--- src/rtl/pcm_port_pkg.sv ---
package pcm_port_pkg;

  typedef enum logic [1:0] {
    XM_PLAIN   = 2'b00,
    XM_SIGNEXT = 2'b01,
    XM_GAIN    = 2'b10,
    XM_RSVD    = 2'b11
  } xfer_mode_e;

  function automatic logic is_sync_mode(input xfer_mode_e m);
    return (m == XM_SIGNEXT) || (m == XM_GAIN);
  endfunction

endpackage

--- src/rtl/pcm_in_sync.sv ---
module pcm_in_sync #(
  parameter int W      = 1,
  parameter int STAGES = 2
) (
  input  logic         clk,
  input  logic         rst_n,
  input  logic [W-1:0] d,
  output logic [W-1:0] q
);

  logic [STAGES-1:0][W-1:0] stg_q;

  always_ff @(posedge clk or negedge rst_n) begin
    if (!rst_n) begin
      stg_q <= '0;
    end else begin
      stg_q[0] <= d;
      for (int i = 1; i < STAGES; i++) begin
        stg_q[i] <= stg_q[i-1];
      end
    end
  end

  assign q = stg_q[STAGES-1];

endmodule

--- src/rtl/pcm_frame_det.sv ---
module pcm_frame_det (
  input  logic clk,
  input  logic rst_n,
  input  logic bclk,
  input  logic fs,
  input  logic long_fs,
  output logic rise,
  output logic fall,
  output logic start
);

  logic bclk_q;
  logic fs_r1_q, fs_r1_d;
  logic fs_r2_q, fs_r2_d;

  assign rise = bclk & ~bclk_q;
  assign fall = ~bclk & bclk_q;

  // short: fs seen at the previous rising edge only; long: fs rises now
  assign start = rise & (long_fs ? (fs & ~fs_r1_q) : (fs_r1_q & ~fs_r2_q));

  always_comb begin
    fs_r1_d = fs_r1_q;
    fs_r2_d = fs_r2_q;
    if (rise) begin
      fs_r1_d = fs;
      fs_r2_d = fs_r1_q;
    end
  end

  always_ff @(posedge clk or negedge rst_n) begin
    if (!rst_n) begin
      bclk_q  <= 1'b0;
      fs_r1_q <= 1'b0;
      fs_r2_q <= 1'b0;
    end else begin
      bclk_q  <= bclk;
      fs_r1_q <= fs_r1_d;
      fs_r2_q <= fs_r2_d;
    end
  end

endmodule

--- src/rtl/pcm_tx_lane.sv ---
module pcm_tx_lane
  import pcm_port_pkg::*;
#(
  parameter int SAMPLE_W = 13,
  parameter int CODE_W   = 3
) (
  input  logic                clk,
  input  logic                rst_n,
  input  xfer_mode_e          mode,
  input  logic                rise,
  input  logic                start,
  input  logic [SAMPLE_W-1:0] sample,
  output logic                dout,
  output logic                oe,
  output logic                take
);

  localparam int WORD_W = SAMPLE_W + CODE_W;
  localparam int CNT_W  = $clog2(WORD_W + 1);

  logic [WORD_W-1:0] word_al;
  logic [CNT_W-1:0]  len;

  logic [WORD_W-1:0] shreg_q, shreg_d;
  logic [CNT_W-1:0]  left_q, left_d;
  logic              oe_q, oe_d;
  logic              dout_q, dout_d;
  logic              take_q, take_d;

  always_comb begin
    if (mode == XM_SIGNEXT) begin
      word_al = {{CODE_W{sample[SAMPLE_W-1]}}, sample};
      len     = CNT_W'(WORD_W);
    end else begin
      word_al = {sample, {CODE_W{1'b0}}};
      len     = CNT_W'(SAMPLE_W);
    end
  end

  always_comb begin
    shreg_d = shreg_q;
    left_d  = left_q;
    oe_d    = oe_q;
    dout_d  = dout_q;
    take_d  = 1'b0;
    if (rise) begin
      if (start) begin
        dout_d  = word_al[WORD_W-1];
        shreg_d = word_al << 1;
        left_d  = len - CNT_W'(1);
        oe_d    = 1'b1;
        take_d  = 1'b1;
      end else if (oe_q && (left_q != '0)) begin
        dout_d  = shreg_q[WORD_W-1];
        shreg_d = shreg_q << 1;
        left_d  = left_q - CNT_W'(1);
      end else if (oe_q) begin
        oe_d   = 1'b0;
        dout_d = 1'b0;
      end
    end
  end

  always_ff @(posedge clk or negedge rst_n) begin
    if (!rst_n) begin
      shreg_q <= '0;
      left_q  <= '0;
      oe_q    <= 1'b0;
      dout_q  <= 1'b0;
      take_q  <= 1'b0;
    end else begin
      shreg_q <= shreg_d;
      left_q  <= left_d;
      oe_q    <= oe_d;
      dout_q  <= dout_d;
      take_q  <= take_d;
    end
  end

  assign dout = dout_q;
  assign oe   = oe_q;
  assign take = take_q;

  // a frame start always turns the driver on and captures the sample
  assert_start_launches_R1: assert property (@(posedge clk) disable iff (!rst_n)
    start |=> (oe_q && take_q));

  // serial data and enable only move on a rising bit-clock edge
  assert_launch_on_rise_R1: assert property (@(posedge clk) disable iff (!rst_n)
    !rise |=> ($stable(dout_q) && $stable(oe_q)));

  // the driver never turns on without a frame start
  assert_oe_only_at_start_R3: assert property (@(posedge clk) disable iff (!rst_n)
    (!oe_q && !start) |=> !oe_q);

endmodule

--- src/rtl/pcm_rx_lane.sv ---
module pcm_rx_lane
  import pcm_port_pkg::*;
#(
  parameter int SAMPLE_W = 13,
  parameter int CODE_W   = 3
) (
  input  logic                clk,
  input  logic                rst_n,
  input  xfer_mode_e          mode,
  input  logic                rise,
  input  logic                fall,
  input  logic                start,
  input  logic                din,
  output logic                valid,
  output logic [SAMPLE_W-1:0] sample,
  output logic [CODE_W-1:0]   code
);

  localparam int WORD_W = SAMPLE_W + CODE_W;
  localparam int CNT_W  = $clog2(WORD_W + 1);

  logic [CNT_W-1:0]  len;
  logic [WORD_W-1:0] word_nx;

  logic [WORD_W-1:0]   shreg_q, shreg_d;
  logic [CNT_W-1:0]    left_q, left_d;
  logic                busy_q, busy_d;
  logic                valid_q, valid_d;
  logic [SAMPLE_W-1:0] sample_q, sample_d;
  logic [CODE_W-1:0]   code_q, code_d;

  assign len     = (mode == XM_SIGNEXT || mode == XM_GAIN) ? CNT_W'(WORD_W) : CNT_W'(SAMPLE_W);
  assign word_nx = {shreg_q[WORD_W-2:0], din};

  always_comb begin
    shreg_d  = shreg_q;
    left_d   = left_q;
    busy_d   = busy_q;
    valid_d  = 1'b0;
    sample_d = sample_q;
    code_d   = code_q;
    if (rise && start) begin
      busy_d  = 1'b1;
      left_d  = len;
      shreg_d = '0;
    end else if (fall && busy_q) begin
      shreg_d = word_nx;
      left_d  = left_q - CNT_W'(1);
      if (left_q == CNT_W'(1)) begin
        busy_d  = 1'b0;
        valid_d = 1'b1;
        if (mode == XM_GAIN) begin
          sample_d = word_nx[WORD_W-1:CODE_W];
          code_d   = word_nx[CODE_W-1:0];
        end else begin
          sample_d = word_nx[SAMPLE_W-1:0];
          code_d   = '0;
        end
      end
    end
  end

  always_ff @(posedge clk or negedge rst_n) begin
    if (!rst_n) begin
      shreg_q  <= '0;
      left_q   <= '0;
      busy_q   <= 1'b0;
      valid_q  <= 1'b0;
      sample_q <= '0;
      code_q   <= '0;
    end else begin
      shreg_q  <= shreg_d;
      left_q   <= left_d;
      busy_q   <= busy_d;
      valid_q  <= valid_d;
      sample_q <= sample_d;
      code_q   <= code_d;
    end
  end

  assign valid  = valid_q;
  assign sample = sample_q;
  assign code   = code_q;

  // completion is a single-cycle pulse
  assert_valid_pulse_R5: assert property (@(posedge clk) disable iff (!rst_n)
    valid_q |=> !valid_q);

  // a word completes only on the cycle after a falling bit-clock edge
  assert_capture_on_fall_R5: assert property (@(posedge clk) disable iff (!rst_n)
    valid_q |-> $past(fall));

endmodule

--- src/rtl/pcm_frame_port.sv ---
module pcm_frame_port
  import pcm_port_pkg::*;
#(
  parameter int SAMPLE_W    = 13,
  parameter int CODE_W      = 3,
  parameter int STEP_DB     = 3,
  parameter int SYNC_STAGES = 2,
  localparam int DB_W       = $clog2(STEP_DB * ((1 << CODE_W) - 1) + 1)
) (
  input  logic                clk,
  input  logic                rst_n,
  input  logic [1:0]          xfer_mode,
  input  logic                long_fs,
  input  logic                tx_bclk,
  input  logic                tx_fs,
  output logic                tx_data,
  output logic                tx_data_oe,
  input  logic [SAMPLE_W-1:0] tx_sample,
  output logic                tx_take,
  input  logic                rx_bclk,
  input  logic                rx_fs,
  input  logic                rx_data,
  output logic [SAMPLE_W-1:0] rx_sample,
  output logic [CODE_W-1:0]   rx_code,
  output logic [DB_W-1:0]     rx_atten_db,
  output logic                rx_valid
);

  xfer_mode_e mode;
  logic [1:0] rst_pipe_q;
  logic       rst_ni;

  assign mode = xfer_mode_e'(xfer_mode);

  // asynchronous assert, synchronous release
  always_ff @(posedge clk or negedge rst_n) begin
    if (!rst_n) rst_pipe_q <= '0;
    else        rst_pipe_q <= {rst_pipe_q[0], 1'b1};
  end
  assign rst_ni = rst_pipe_q[1];

  logic [4:0] pins_raw, pins_s;
  logic       txb_s, txf_s, rxb_s, rxf_s, rxd_s;

  assign pins_raw = {tx_bclk, tx_fs, rx_bclk, rx_fs, rx_data};
  assign {txb_s, txf_s, rxb_s, rxf_s, rxd_s} = pins_s;

  pcm_in_sync #(.W(5), .STAGES(SYNC_STAGES)) u_sync (
    .clk   (clk),
    .rst_n (rst_ni),
    .d     (pins_raw),
    .q     (pins_s)
  );

  logic t_rise, t_fall, t_start;
  logic r_rise, r_fall, r_start;

  pcm_frame_det u_tx_det (
    .clk     (clk),
    .rst_n   (rst_ni),
    .bclk    (txb_s),
    .fs      (txf_s),
    .long_fs (long_fs),
    .rise    (t_rise),
    .fall    (t_fall),
    .start   (t_start)
  );

  pcm_frame_det u_rx_det (
    .clk     (clk),
    .rst_n   (rst_ni),
    .bclk    (rxb_s),
    .fs      (rxf_s),
    .long_fs (long_fs),
    .rise    (r_rise),
    .fall    (r_fall),
    .start   (r_start)
  );

  // synchronous modes clock the receive lane from the transmit pins
  logic rx_sel_tx;
  logic l_rise, l_fall, l_start;

  assign rx_sel_tx = is_sync_mode(mode);
  assign l_rise    = rx_sel_tx ? t_rise  : r_rise;
  assign l_fall    = rx_sel_tx ? t_fall  : r_fall;
  assign l_start   = rx_sel_tx ? t_start : r_start;

  pcm_tx_lane #(.SAMPLE_W(SAMPLE_W), .CODE_W(CODE_W)) u_tx (
    .clk    (clk),
    .rst_n  (rst_ni),
    .mode   (mode),
    .rise   (t_rise),
    .start  (t_start),
    .sample (tx_sample),
    .dout   (tx_data),
    .oe     (tx_data_oe),
    .take   (tx_take)
  );

  pcm_rx_lane #(.SAMPLE_W(SAMPLE_W), .CODE_W(CODE_W)) u_rx (
    .clk    (clk),
    .rst_n  (rst_ni),
    .mode   (mode),
    .rise   (l_rise),
    .fall   (l_fall),
    .start  (l_start),
    .din    (rxd_s),
    .valid  (rx_valid),
    .sample (rx_sample),
    .code   (rx_code)
  );

  assign rx_atten_db = DB_W'(int'(rx_code) * STEP_DB);

  // only the gain-adjust frame carries a non-zero code
  assert_code_only_gain_R8: assert property (@(posedge clk) disable iff (!rst_ni)
    (rx_valid && (mode != XM_GAIN)) |-> (rx_code == '0));

endmodule

--- config.mk ---
export PLATFORM = sky130hd
export DESIGN_NAME = pcm_frame_port
export DESIGN_NICKNAME = d
export VERILOG_FILES = /design/src/rtl/pcm_port_pkg.sv /design/src/rtl/pcm_in_sync.sv /design/src/rtl/pcm_frame_det.sv /design/src/rtl/pcm_tx_lane.sv /design/src/rtl/pcm_rx_lane.sv /design/src/rtl/pcm_frame_port.sv
export SDC_FILE = /design/constraint.sdc
export NUM_CORES = 1
export LEC_CHECK = 0
export ABC_AREA = 1
export CORE_MARGIN = 1.5
export CORE_UTILIZATION = 50
export CTS_BUF_LIST = sky130_fd_sc_hd__clkbuf_8
export CTS_CLUSTER_SIZE = 30
export DETAILED_ROUTE_END_ITERATION = 6
export PLACE_DENSITY = 0.76
export SYNTH_ARGS = -nofsm -noshare
export SYNTH_HDL_FRONTEND = slang
export SYNTH_HIERARCHICAL = 1
export SYNTH_SLANG_ARGS = --single-unit
--- constraint.sdc ---
create_clock -name clk -period 2.38 [get_ports clk]
set_clock_uncertainty 0.05 [all_clocks]
set_input_delay 0.476 -clock clk [delete_from_list [all_inputs] [get_ports clk]]
set_output_delay 0.476 -clock clk [all_outputs]
set_load 0.02 [all_outputs]
Word-level counts from Yosys, hierarchy flattened

Index checks and enable logic that the tools add are counted.

$add $sub $neg: 3
Multiply operators: 1
Equal/unequal tests: 4
Mux-type cells: 31
Bitwise operators: 19
Reductions and logical operators: 14

Operator list:

| operator                                         | number |
|---|---|
| two-way mux 15 bit                               | 3 |
| two-way mux 16 bit                               | 2 |
| two-way mux 5 bit                                | 6 |
| two-way mux 1 bit                                | 18 |
| subtractor 5 x 1 -> 5 bit, second input constant | 3 |
| two-way mux 13 bit                               | 1 |
| bitwise AND 1 bit                                | 10 |
| inverter 1 bit                                   | 9 |
| AND reduction 2 bit                              | 4 |
| nonzero test 2 bit                               | 3 |
| == test 5 x 1 -> 1 bit, second input constant    | 1 |
| multiplier 3 x 2 -> 5 bit, second input constant | 1 |
| nonzero test 5 bit                               | 1 |
| logical AND 1 bit                                | 3 |
| two-way mux 3 bit                                | 1 |
| AND reduction 3 bit                              | 1 |
| nonzero test 3 bit                               | 1 |
| == test 2 x 1 -> 1 bit, second input constant    | 1 |
| == test 2 bit, second input constant             | 1 |
| inequality test 2 bit, second input constant     | 1 |
| logical OR 1 bit                                 | 1 |

Flip-flop bits (word level): 80
Bits of input ports: 23
Output and inout port bits: 25
Logic and storage cells: 92

Logic depth before layout (Yosys ltp)

Gate-level depths: netlist of the first run.

Depth in word-level cells: 8
Gate-level depth with buffers: 14
Gate-level depth less buffers: 13

Hierarchy

Netlist of the first run, hierarchy kept.

By module, submodules not included:

| module         | instances | cells an instance | area an instance (µm²) | sequential area each (µm²) |
|---|---|---|---|---|
| pcm_rx_lane    | 1         | 195               | 1,705.4                | 950.9 |
| pcm_tx_lane    | 1         | 194               | 1,336.3                | 575.6 |
| pcm_in_sync    | 1         | 15                | 287.8                  | 250.2 |
| pcm_frame_det  | 2         | 18                | 141.4                  | 75.1 |
| pcm_frame_port | 1         | 29                | 214.0                  | 50.0 |

Worst setup path before layout of the first run

No wires, ideal clock.

Path kind: flip-flop to output port
Start: register u_rx.code_q[1] (netlist: u_rx/code[1])
End: output rx_atten_db[3]
Data arrival time: 1.498 ns
Data required time: 1.854 ns
Slack: 0.356 ns
Cell stages (with the launch flop): 5
Buffers on the path: 0
Cell sequence: dfrtp_1 ha_1 inv_1 fa_1 xnor2_1

Word-level cells in the longest chain between the ends: 1

RTL lines:

| what                      | RTL line              | source |
|---|---|---|
| start, declared           | pcm_rx_lane.sv:30     | `logic [CODE_W-1:0] code_q, code_d;` |
| start signal, assigned    | pcm_rx_lane.sv:77     | `code_q <= code_d;` |
| multiplier 3 x 2 -> 5 bit | pcm_frame_port.sv:114 | `assign rx_atten_db = DB_W'(int'(rx_code) * STEP_DB);` |
| end, declared             | pcm_frame_port.sv:25  | `output logic [DB_W-1:0] rx_atten_db,` |

No other way between the ends.

Final worst setup path of the first run

Start: register u_rx.code_q[1] (netlist: u_rx/code[1])
End: output rx_atten_db[4]

The elaborated chain is that of the path after synthesis.

==> flow_metrics.tcl, run 1 <==
set metrics [dict create \
    status "finished clean" \
    synth_top_family_by_area "simple AND/OR/NAND/NOR gates" \
    syn_to_final_growth_pct 20.7 \
    yosysTopAreaCellShare_pct 51.7 \
    syn_area_mm2 0.00383 \
    cts_htree_levels 3 \
    synth_fa_ha_area_share_pct 2.81 \
    setup_viol 0 \
    drc_errors 0 \
    antenna_found_initial 0 \
    syn_area_per_cell_um2 8.16 \
    track_usage_pct 19.1 \
    n_antenna_cell 0 \
    drt-initial-drc-count 181 \
    crit_fanout 5 \
    vias 3060 \
    ys_types 29 \
    synth_xor_xnor_area_share_pct 0.458 \
    cp.arrival_ns 1.76 \
    clk_latency_ns 0.36 \
    portBuffers 47 \
    wl_per_cell_um 11.5 \
    crit_path_start_kind "flip-flop" \
    hold_buffers 0 \
    rows 31 \
    min_path_type "in2async" \
    io_pins 48 \
    rsz0062_at_grt "false" \
    grt_max_degree 78 \
    ys_seq_area_share_pct 51.7 \
    yosysWarnings 6 \
    synthSimpleGateAreaFrac_pct 25.0 \
    tns_ns 0 \
    post-route-period-util_pct 96.0 \
    synth_compound_area_share_pct 10.4 \
    syn_inst 469 \
    period_minus_slack_ns 2.28 \
    final_nets 554 \
    yosys-mux-area-fraction_pct 0 \
    first_pass_iters 5 \
    rr_worst_depth 12 \
    synth_area_leader_cell "dfrtp_1" \
    die_w_um 90.5 \
    dp.final_hpwl_um 4910 \
    wl_um 7210 \
    gr-total-overflow 0 \
    synth_nets 500 \
    timing.final.max_slew_violations 0 \
    root_buffer "clkbuf_8" \
    place_congestion 0.800 \
    die_y_um 90.5 \
    critical_path.cell_chain "inv_1 > ha_1 > a21o_1 > clkdlybuf4s50_1" \
    via_per_inst 4.88 \
    crit_path_end_kind "output pin" \
    ys_seq_elements 79 \
    fmax_mhz 438 \
    cts_tree "built" \
    maxCapViolCount 0 \
    cts_made_buffers 9 \
    hold_slack_ns 0.232 \
    dieArea_mm2 0.00819 \
    ys_top_cells_by_area "dfrtp_1, nand2_1, o21ai_0" \
    layout-drive-gt1-share_pct 10.4 \
    grt_pass1_wl_um 12500 \
    hold_viol 0 \
    clock_sinks 79 \
    core-area_mm2 0.00733 \
    grt_pass1_vias 2870 \
    critPathKind "reg2out" \
    path_clk_slew_ns 0.09 \
    critical_path.slowest_cell "clkdlybuf4s50_1" \
    clockBufferDepth 2 \
    critical_path.max_stage_delay_ns 0.59 \
    required_ns 1.85 \
    vdd_drop_max_mv 0.518 \
    initial_core_util_pct 52.2 \
    antenna_left 0 \
    powerDensity_mw_per_mm2 1010 \
    leakagePower_uw 0.00233 \
]
-- critical path, delay by kind of cell (launching register included) --
| family | cells | cell delay (ns) |
|---|---|---|
| AOI/OAI and AO/OA | 1 | 0.10 |
| adders and majority gates | 1 | 0.16 |
| buffers and inverters | 2 | 0.71 |
| DFF | 1 | 0.43 |
-- cells in the mapped netlist --
library cell    n
nand2_1       164
dfrtp_1        79
inv_1          53
o21ai_0        41
nand3_1        26
nor2_1         26
o22ai_1        17
buf_4           8
ha_1            7
buf_2           6
a21oi_1         5
inv_2           5
nand2_2         5
buf_6           4
o21ai_1         3
a21o_1          2
a31oi_1         2
clkbuf_1        2
nor2_2          2
o21ai_2         2
xnor2_1         2
conb_1          1
fa_1            1
inv_4           1
nand2_4         1
nand3_2         1
nand3_4         1
nor2_4          1
nor2_8          1
-- stage by stage --
| stage | instance area, um2 | power (uW) | utilization (%) | instances | worst slack, ns |
|---|---|---|---|---|---|
| after CTS | 4620 | 4720 | 63.0 | 627 | 0.00642 |
| after global placement | 4420 | 3620 | 60.4 | 611 | 0.121 |
| after global routing | 4620 | 5030 | 63.0 | 627 | 0.00508 |
| after floorplan | 3830 | 3120 | - | 469 | 0.356 |
| final | 4620 | 4670 | 63.0 | 627 | 0.0955 |
| after detailed placement | 4420 | 3680 | 60.4 | 611 | 0.0671 |
-- registers in the layout (all words and copies together), names as in the netlist, 3 cells and up --
name and cells:
u_sync/stg_q 5, u_rx/sample 13, u_rx/shreg_q 15, u_rx/left_q 5
u_rx/code 3, u_tx/shreg_q 15, u_tx/left_q 5, u_sync/q 5
-- worst paths after layout --
path                                 start             end  slack, ns
min reg2reg                  rst_pipe_q[1]  u_rx/left_q[2]       0.25
max in group asynchronous    rst_pipe_q[1]  u_rx/sample[3]       1.73
min in group clk           u_sync/stg_q[4]     u_sync/q[4]       0.30
min                                  rst_n   rst_pipe_q[0]       0.23
max                           u_rx/code[1]  rx_atten_db[4]        0.1
max reg2reg                u_tx_det/bclk_q  u_tx/left_q[2]       0.51
-- cell families (layout without fill, tap and decap cells) --
| kind of cell | after synthesis | in the layout |
|---|---|---|
| AND/OR/NAND/NOR | 228 | 228 |
| flip-flops | 79 | 79 |
| buffers and inverters | 79 | 138 |
| AO/OA/AOI/OAI | 72 | 72 |
| adder cells (fa/ha/maj) | 8 | 8 |
| XOR/XNOR | 2 | 2 |
| other | 1 | 1 |
-- timing repair --
action,4_1_cts,5_1_grt
setup endpoints to repair,2,1
setup buffers,0,0
resized for setup,7,1
-- cell type report --
| class | instances | area, um2 |
|---|---|---|
| Tap cell | 99 | 124 |
| Inverter | 59 | 224 |
| Clock inverter | 7 | 78.8 |
| Clock buffer | 9 | 124 |
| Sequential cell | 79 | 1980 |
| Timing Repair Buffer | 63 | 606 |
| Multi-Input combinational cell | 311 | 1480 |
| Fill cell | 624 | 2710 |
-- per-layer routing --
layer	share of wire (%)	vias up	track usage (%)	wire (um)
met4	1.5	0	6.88	108
met2	48	70	32.0	3480
met5	0	-	0	0
li1	-	1569	-	-
met3	4.4	12	4.55	315
met1	46	1409	23.9	3310
-- cell usage in the layout, fill, tap and decap left out --
master,netlist,routed
nand2_1,164,164
dfrtp_1,79,78
inv_1,53,53
clkdlybuf4s50_1,0,45
o21ai_0,41,41
nand3_1,26,26
nor2_1,26,26
o22ai_1,17,17
buf_4,8,14
clkbuf_8,0,9
ha_1,7,7
nand2_2,5,5
a21oi_1,5,5
inv_2,5,5
clkinvlp_4,0,3
inv_6,0,3
o21ai_1,3,3
a21o_1,2,2
xnor2_1,2,2
buf_12,0,2
nor2_2,2,2
o21ai_2,2,2
a31oi_1,2,2
fa_1,1,1
bufinv_16,0,1
clkbuf_2,0,1
buf_2,6,1
conb_1,1,1
dfrtp_2,0,1
nand2_4,1,1
nand3_4,1,1
nand3_2,1,1
nor2_8,1,1
inv_4,1,1
nor2_4,1,1
-- power breakdown --
part           total (uW)  internal, uW  switching, uW  leakage [uW]
clock                1010           495            518     0.0000929
sequential           2010          1770            244       0.00102
combinational        1640           696            947       0.00122
total                4670          2960           1710       0.00233
No activity file was read; power rests on OpenSTA's default activity.
==> inputs of run 2 (changes only) <==
--- a/config.mk
+++ b/config.mk
@@ -12,6 +12,7 @@
 export CTS_CLUSTER_SIZE = 30
 export DETAILED_ROUTE_END_ITERATION = 6
 export PLACE_DENSITY = 0.76
+export REMOVE_ABC_BUFFERS = 1
 export SYNTH_ARGS = -nofsm -noshare
 export SYNTH_HDL_FRONTEND = slang
 export SYNTH_HIERARCHICAL = 1
==> run 2 against run 1 <==
First-iteration DRC count fell by 37%. Combinational power is essentially flat. Flip-flop and latch count unchanged. Global-route usage increased by 0.45 points. Worst hold slack got worse by 0.0091 ns. Largest power group unchanged. Via count rose by 2.4%. Clock power about the same. Non-clock buffer count unchanged. Sequential power hardly changed. Power down 0.28%. Routed wire length rose by 1.9%. Final area is 0.46% higher.
==> flow_metrics.tcl, run 2 (synthesized netlist as in run 1, its figures left out) <==
set metrics [dict create \
    setup_viol 0 \
    wl_per_cell_um 11.7 \
    root_buffer "clkbuf_8" \
    n_antenna_cell 0 \
    rr_worst_depth 12 \
    hold_slack_ns 0.223 \
    drt-initial-drc-count 114 \
    final_util_pct 63.3 \
    dpl_cell_area_mm2 0.00445 \
    rrSetupSlack_ns 0.58 \
    layout_common_cells "nand2_1, dfrtp_1, inv_1" \
    crit_path_start_kind "flip-flop" \
    dp.final_hpwl_um 5280 \
    antenna_left 0 \
    rsz0062_at_grt "false" \
    antenna_found_initial 0 \
    cts_htree_levels 3 \
    required_ns 1.85 \
    pre_cts_slack_ns 0.0322 \
    via_per_inst 5.00 \
    setup_slack_ns 0.112 \
    cts_made_buffers 9 \
    maxCapViolCount 0 \
    dieArea_mm2 0.00819 \
    cp-startpoint "u_rx/code[1]" \
    gr-total-overflow 0 \
    die_y_um 90.5 \
    min_path_type "in2async" \
    crit_end "rx_atten_db[4]" \
    final_cell_area_mm2 0.00464 \
    fmax_mhz 441 \
    vdd_drop_max_mv 0.608 \
    path_clk_slew_ns 0.08 \
    leakagePower_uw 0.00234 \
    postCtsSetupBuffers 0 \
    place_congestion 0.860 \
    drc_errors 0 \
    io_pins 48 \
    relSlewSlack_pct 48.9 \
    portBuffers 47 \
    crit_fanout 5 \
    fillers 626 \
    hold_viol 0 \
    die_w_um 90.5 \
    tns_ns 0 \
    r2r-end "u_tx/left_q[2]" \
    crit_path_end_kind "output pin" \
    cp.arrival_ns 1.74 \
    grt_pass1_vias 3089 \
    syn_to_final_growth_pct 21.2 \
    grt_max_degree 45 \
    r2r_start "u_tx_det/bclk_q" \
    powerDensity_mw_per_mm2 1000 \
    grt_pass1_wl_um 13000 \
    wl_um 7350 \
    post-route-period-util_pct 95.3 \
    clk_latency_ns 0.35 \
    core-area_mm2 0.00733 \
    clockBufferDepth 2 \
    worst_pin_slew_ns 0.767 \
    vias 3132 \
    track_usage_pct 19.5 \
    timing.final.max_slew_violations 0 \
    layout-drive-gt1-share_pct 10.6 \
    final_nets 554 \
    rows 31 \
    status "finished clean" \
    layout_commonest_cell "nand2_1" \
    clock_sinks 79 \
    cts_tree "built" \
    initial_core_util_pct 52.2 \
    period_minus_slack_ns 2.27 \
    critPathKind "reg2out" \
    first_pass_iters 6 \
]
## run 2: what timing repair did
| item | in CTS | in global routing |
|---|---|---|
| endpoints found under the setup margin | 2 | 2 |
| gates resized for setup | 8 | 2 |
| hold buffers | 0 | 0 |
## run 2: where the power goes
| group | internal [uW] | switching, uW |
|---|---|---|
| logic | 716 | 945 |
| registers | 1770 | 246 |
| clock network | 485 | 492 |
## run 2: metal layers
metal	track usage (%)	vias up	share of wire, %
li1	-	1577	-
met1	23.0	1448	44
met2	33.4	91	50
met3	4.97	16	4.1
met4	8.86	0	2.2
met5	0	-	0
## run 2: worst max-delay path, stage by stage, from the launching register on
cell             delay [ns]
dfrtp_2                0.44
inv_1                  0.11
ha_1                   0.15
a21o_1                 0.10
clkdlybuf4s50_1        0.59
## run 2: final cells by class
type / count / area [um2] / area share (%)
timing repair buffer: 63 / 631 / 13.6
clock inverter: 7 / 73.8 / 1.59
multi-input combinational: 311 / 1480 / 32.0
sequential: 79 / 1980 / 42.7
clock buffer: 9 / 124 / 2.67
inverter: 59 / 224 / 4.83
tap: 99 / 124 / 2.67
## run 2: per-stage QoR
step	total power (uW)	std cells
after floorplan	3070	449
after global placement	3650	611
after detailed placement	3710	611
after CTS	4700	627
after global routing	5010	627
final	4660	627
## run 2: worst min path at each step
stage                         start       endpoint  slack [ns]  depth (start not counted)
floorplan                     rst_n  rst_pipe_q[0]        0.13                          0
global placement    u_sync/stg_q[4]    u_sync/q[4]        0.28                          0
detailed placement    rst_pipe_q[0]  rst_pipe_q[1]        0.28                          0
CTS                           rst_n  rst_pipe_q[0]        0.21                          1
global route                  rst_n  rst_pipe_q[0]        0.21                          1
finish                        rst_n  rst_pipe_q[0]        0.22                          1
==> inputs of run 3 (changes only) <==
--- a/config.mk
+++ b/config.mk
@@ -11,7 +11,8 @@
 export CTS_BUF_LIST = sky130_fd_sc_hd__clkbuf_8
 export CTS_CLUSTER_SIZE = 30
 export DETAILED_ROUTE_END_ITERATION = 6
-export PLACE_DENSITY = 0.76
+export MAX_ROUTING_LAYER = met4
+export PLACE_DENSITY = 0.73
 export REMOVE_ABC_BUFFERS = 1
 export SYNTH_ARGS = -nofsm -noshare
 export SYNTH_HDL_FRONTEND = slang
==> constraint.sdc (replaced) <==
create_clock -name clk -period 2.5 [get_ports clk]
set_clock_uncertainty 0.05 [all_clocks]
set_input_delay 0.5 -clock clk [delete_from_list [all_inputs] [get_ports clk]]
set_output_delay 0.5 -clock clk [all_outputs]
set_load 0.02 [all_outputs]
==> run 3 against run 2 <==
Sequential share of layout area grew 0.16 points. Clock power barely moved. Flip-flop and latch count stayed put. Combinational power fell by 6%. Highest routed layer unchanged. Register-to-register slack got worse by 0.02 ns. Via count shrank 3.5%.
==> flow_metrics.tcl, run 3 (synthesized netlist as in run 1, its figures left out) <==
set metrics [dict create \
    status "finished clean" \
    gr-total-overflow 0 \
    clk_latency_ns 0.35 \
    leakagePower_uw 0.00233 \
    hold_viol 0 \
    root_buffer "clkbuf_8" \
    cts_made_buffers 9 \
    track_usage_pct 19.5 \
    rsz0062_at_grt "false" \
    hold_buffers 0 \
    drc_errors 0 \
    relSlewSlack_pct 46.7 \
    crit_fanout 5 \
    rr_worst_depth 12 \
    syn_to_final_growth_pct 20.7 \
    clockBufferDepth 2 \
    grt_pass1_wl_um 12600 \
    drt-initial-drc-count 124 \
    layout_commonest_cell "nand2_1" \
    n_antenna_cell 0 \
    antenna_left 0 \
    wl_um 7100 \
    required_ns 1.95 \
    core-area_mm2 0.00733 \
    min_path_type "reg2async" \
    critPathKind "reg2out" \
    hold_slack_ns 0.250 \
    portBuffers 47 \
    dp.final_hpwl_um 4930 \
    vias 3023 \
    grt_max_degree 78 \
    rows 31 \
    wl_per_cell_um 11.4 \
    timing.final.max_slew_violations 0 \
    dieArea_mm2 0.00819 \
    fmax_mhz 423 \
    cts_tree "built" \
    grt_pass1_vias 2904 \
    layout-drive-gt1-share_pct 9.18 \
    die_w_um 90.5 \
    fillers 632 \
    worst_pin_slew_ns 0.799 \
    path_clk_slew_ns 0.08 \
    place_inst 606 \
    post-route-period-util_pct 94.6 \
    tns_ns 0 \
    die_y_um 90.5 \
    final_nets 549 \
    vdd_drop_max_mv 0.633 \
    initial_core_util_pct 52.2 \
    cp.arrival_ns 1.82 \
    cts_htree_levels 3 \
    setup_viol 0 \
    via_per_inst 4.86 \
    crit_path_end_kind "output pin" \
    period_minus_slack_ns 2.37 \
    seq_area_mm2 0.00198 \
    powerDensity_mw_per_mm2 972 \
    clock_sinks 79 \
    layout_common_cells "nand2_1, dfrtp_1, inv_1" \
    place_congestion 0.906 \
    maxCapViolCount 0 \
    fin_cells 622 \
    antenna_found_initial 0 \
    first_pass_iters 4 \
    io_pins 48 \
    multi_input_area_mm2 0.00148 \
    crit_path_start_kind "flip-flop" \
]
## run 3: per-stage QoR
step	util, %	cell area [um2]	total power (uW)	worst slack, ns
floorplan	-	3680	2930	0.0869
global placement	60.2	4410	3460	0.151
detailed placement	60.2	4410	3510	0.0952
CTS	63.0	4620	4530	0.0589
global route	63.0	4620	4830	0.0360
finish	63.0	4620	4490	0.135
## run 3: path summary, 6_finish.rpt
check,from,slack [ns],to
setup / recovery,u_rx/code[1],0.13,rx_atten_db[2]
hold / removal,rst_pipe_q[1],0.25,u_rx/shreg_q[10]
setup reg to reg,u_tx_det/bclk_q,0.56,u_tx/left_q[2]
hold reg to reg,rst_pipe_q[1],0.25,u_rx/shreg_q[10]
max in group asynchronous,rst_pipe_q[1],1.83,u_rx_det/fs_r1_q
min in group clk,u_sync/stg_q[1],0.30,u_sync/q[1]
## run 3: routing by layer
metal | global-route usage [%] | up-vias | part of all wire (%)
met2 | 32.5 | 64 | 49
met5 | - | - | 0
met3 | 4.80 | 11 | 3.9
met4 | 7.41 | 0 | 1.4
met1 | 22.6 | 1388 | 46
li1 | - | 1560 | -
## run 3: timing repair
item                       in CTS  in global routing
hold endpoints to repair        0                  0
setup endpoints to repair       2                  1
setup buffers                   0                  0
resized for setup               2                  3
## run 3: cell type report
| cell class | instances | area share (%) |
|---|---|---|
| sequential | 79 | 42.8 |
| multi-input combinational | 311 | 32.1 |
| timing repair buffer | 58 | 12.9 |
| inverter | 59 | 4.85 |
| clock buffer | 9 | 2.68 |
| tap | 99 | 2.68 |
| clock inverter | 7 | 1.92 |
## run 3: power breakdown
part / switching [uW] / internal, uW
registers: 236 / 1690
logic: 893 / 668
clock network: 451 / 555
## run 3: worst max-delay path: stages (launching register included)
cell,delay (ns)
dfrtp_1,0.43
ha_1,0.22
inv_1,0.07
fa_1,0.39
inv_1,0.05
dlygate4sd2_1,0.32
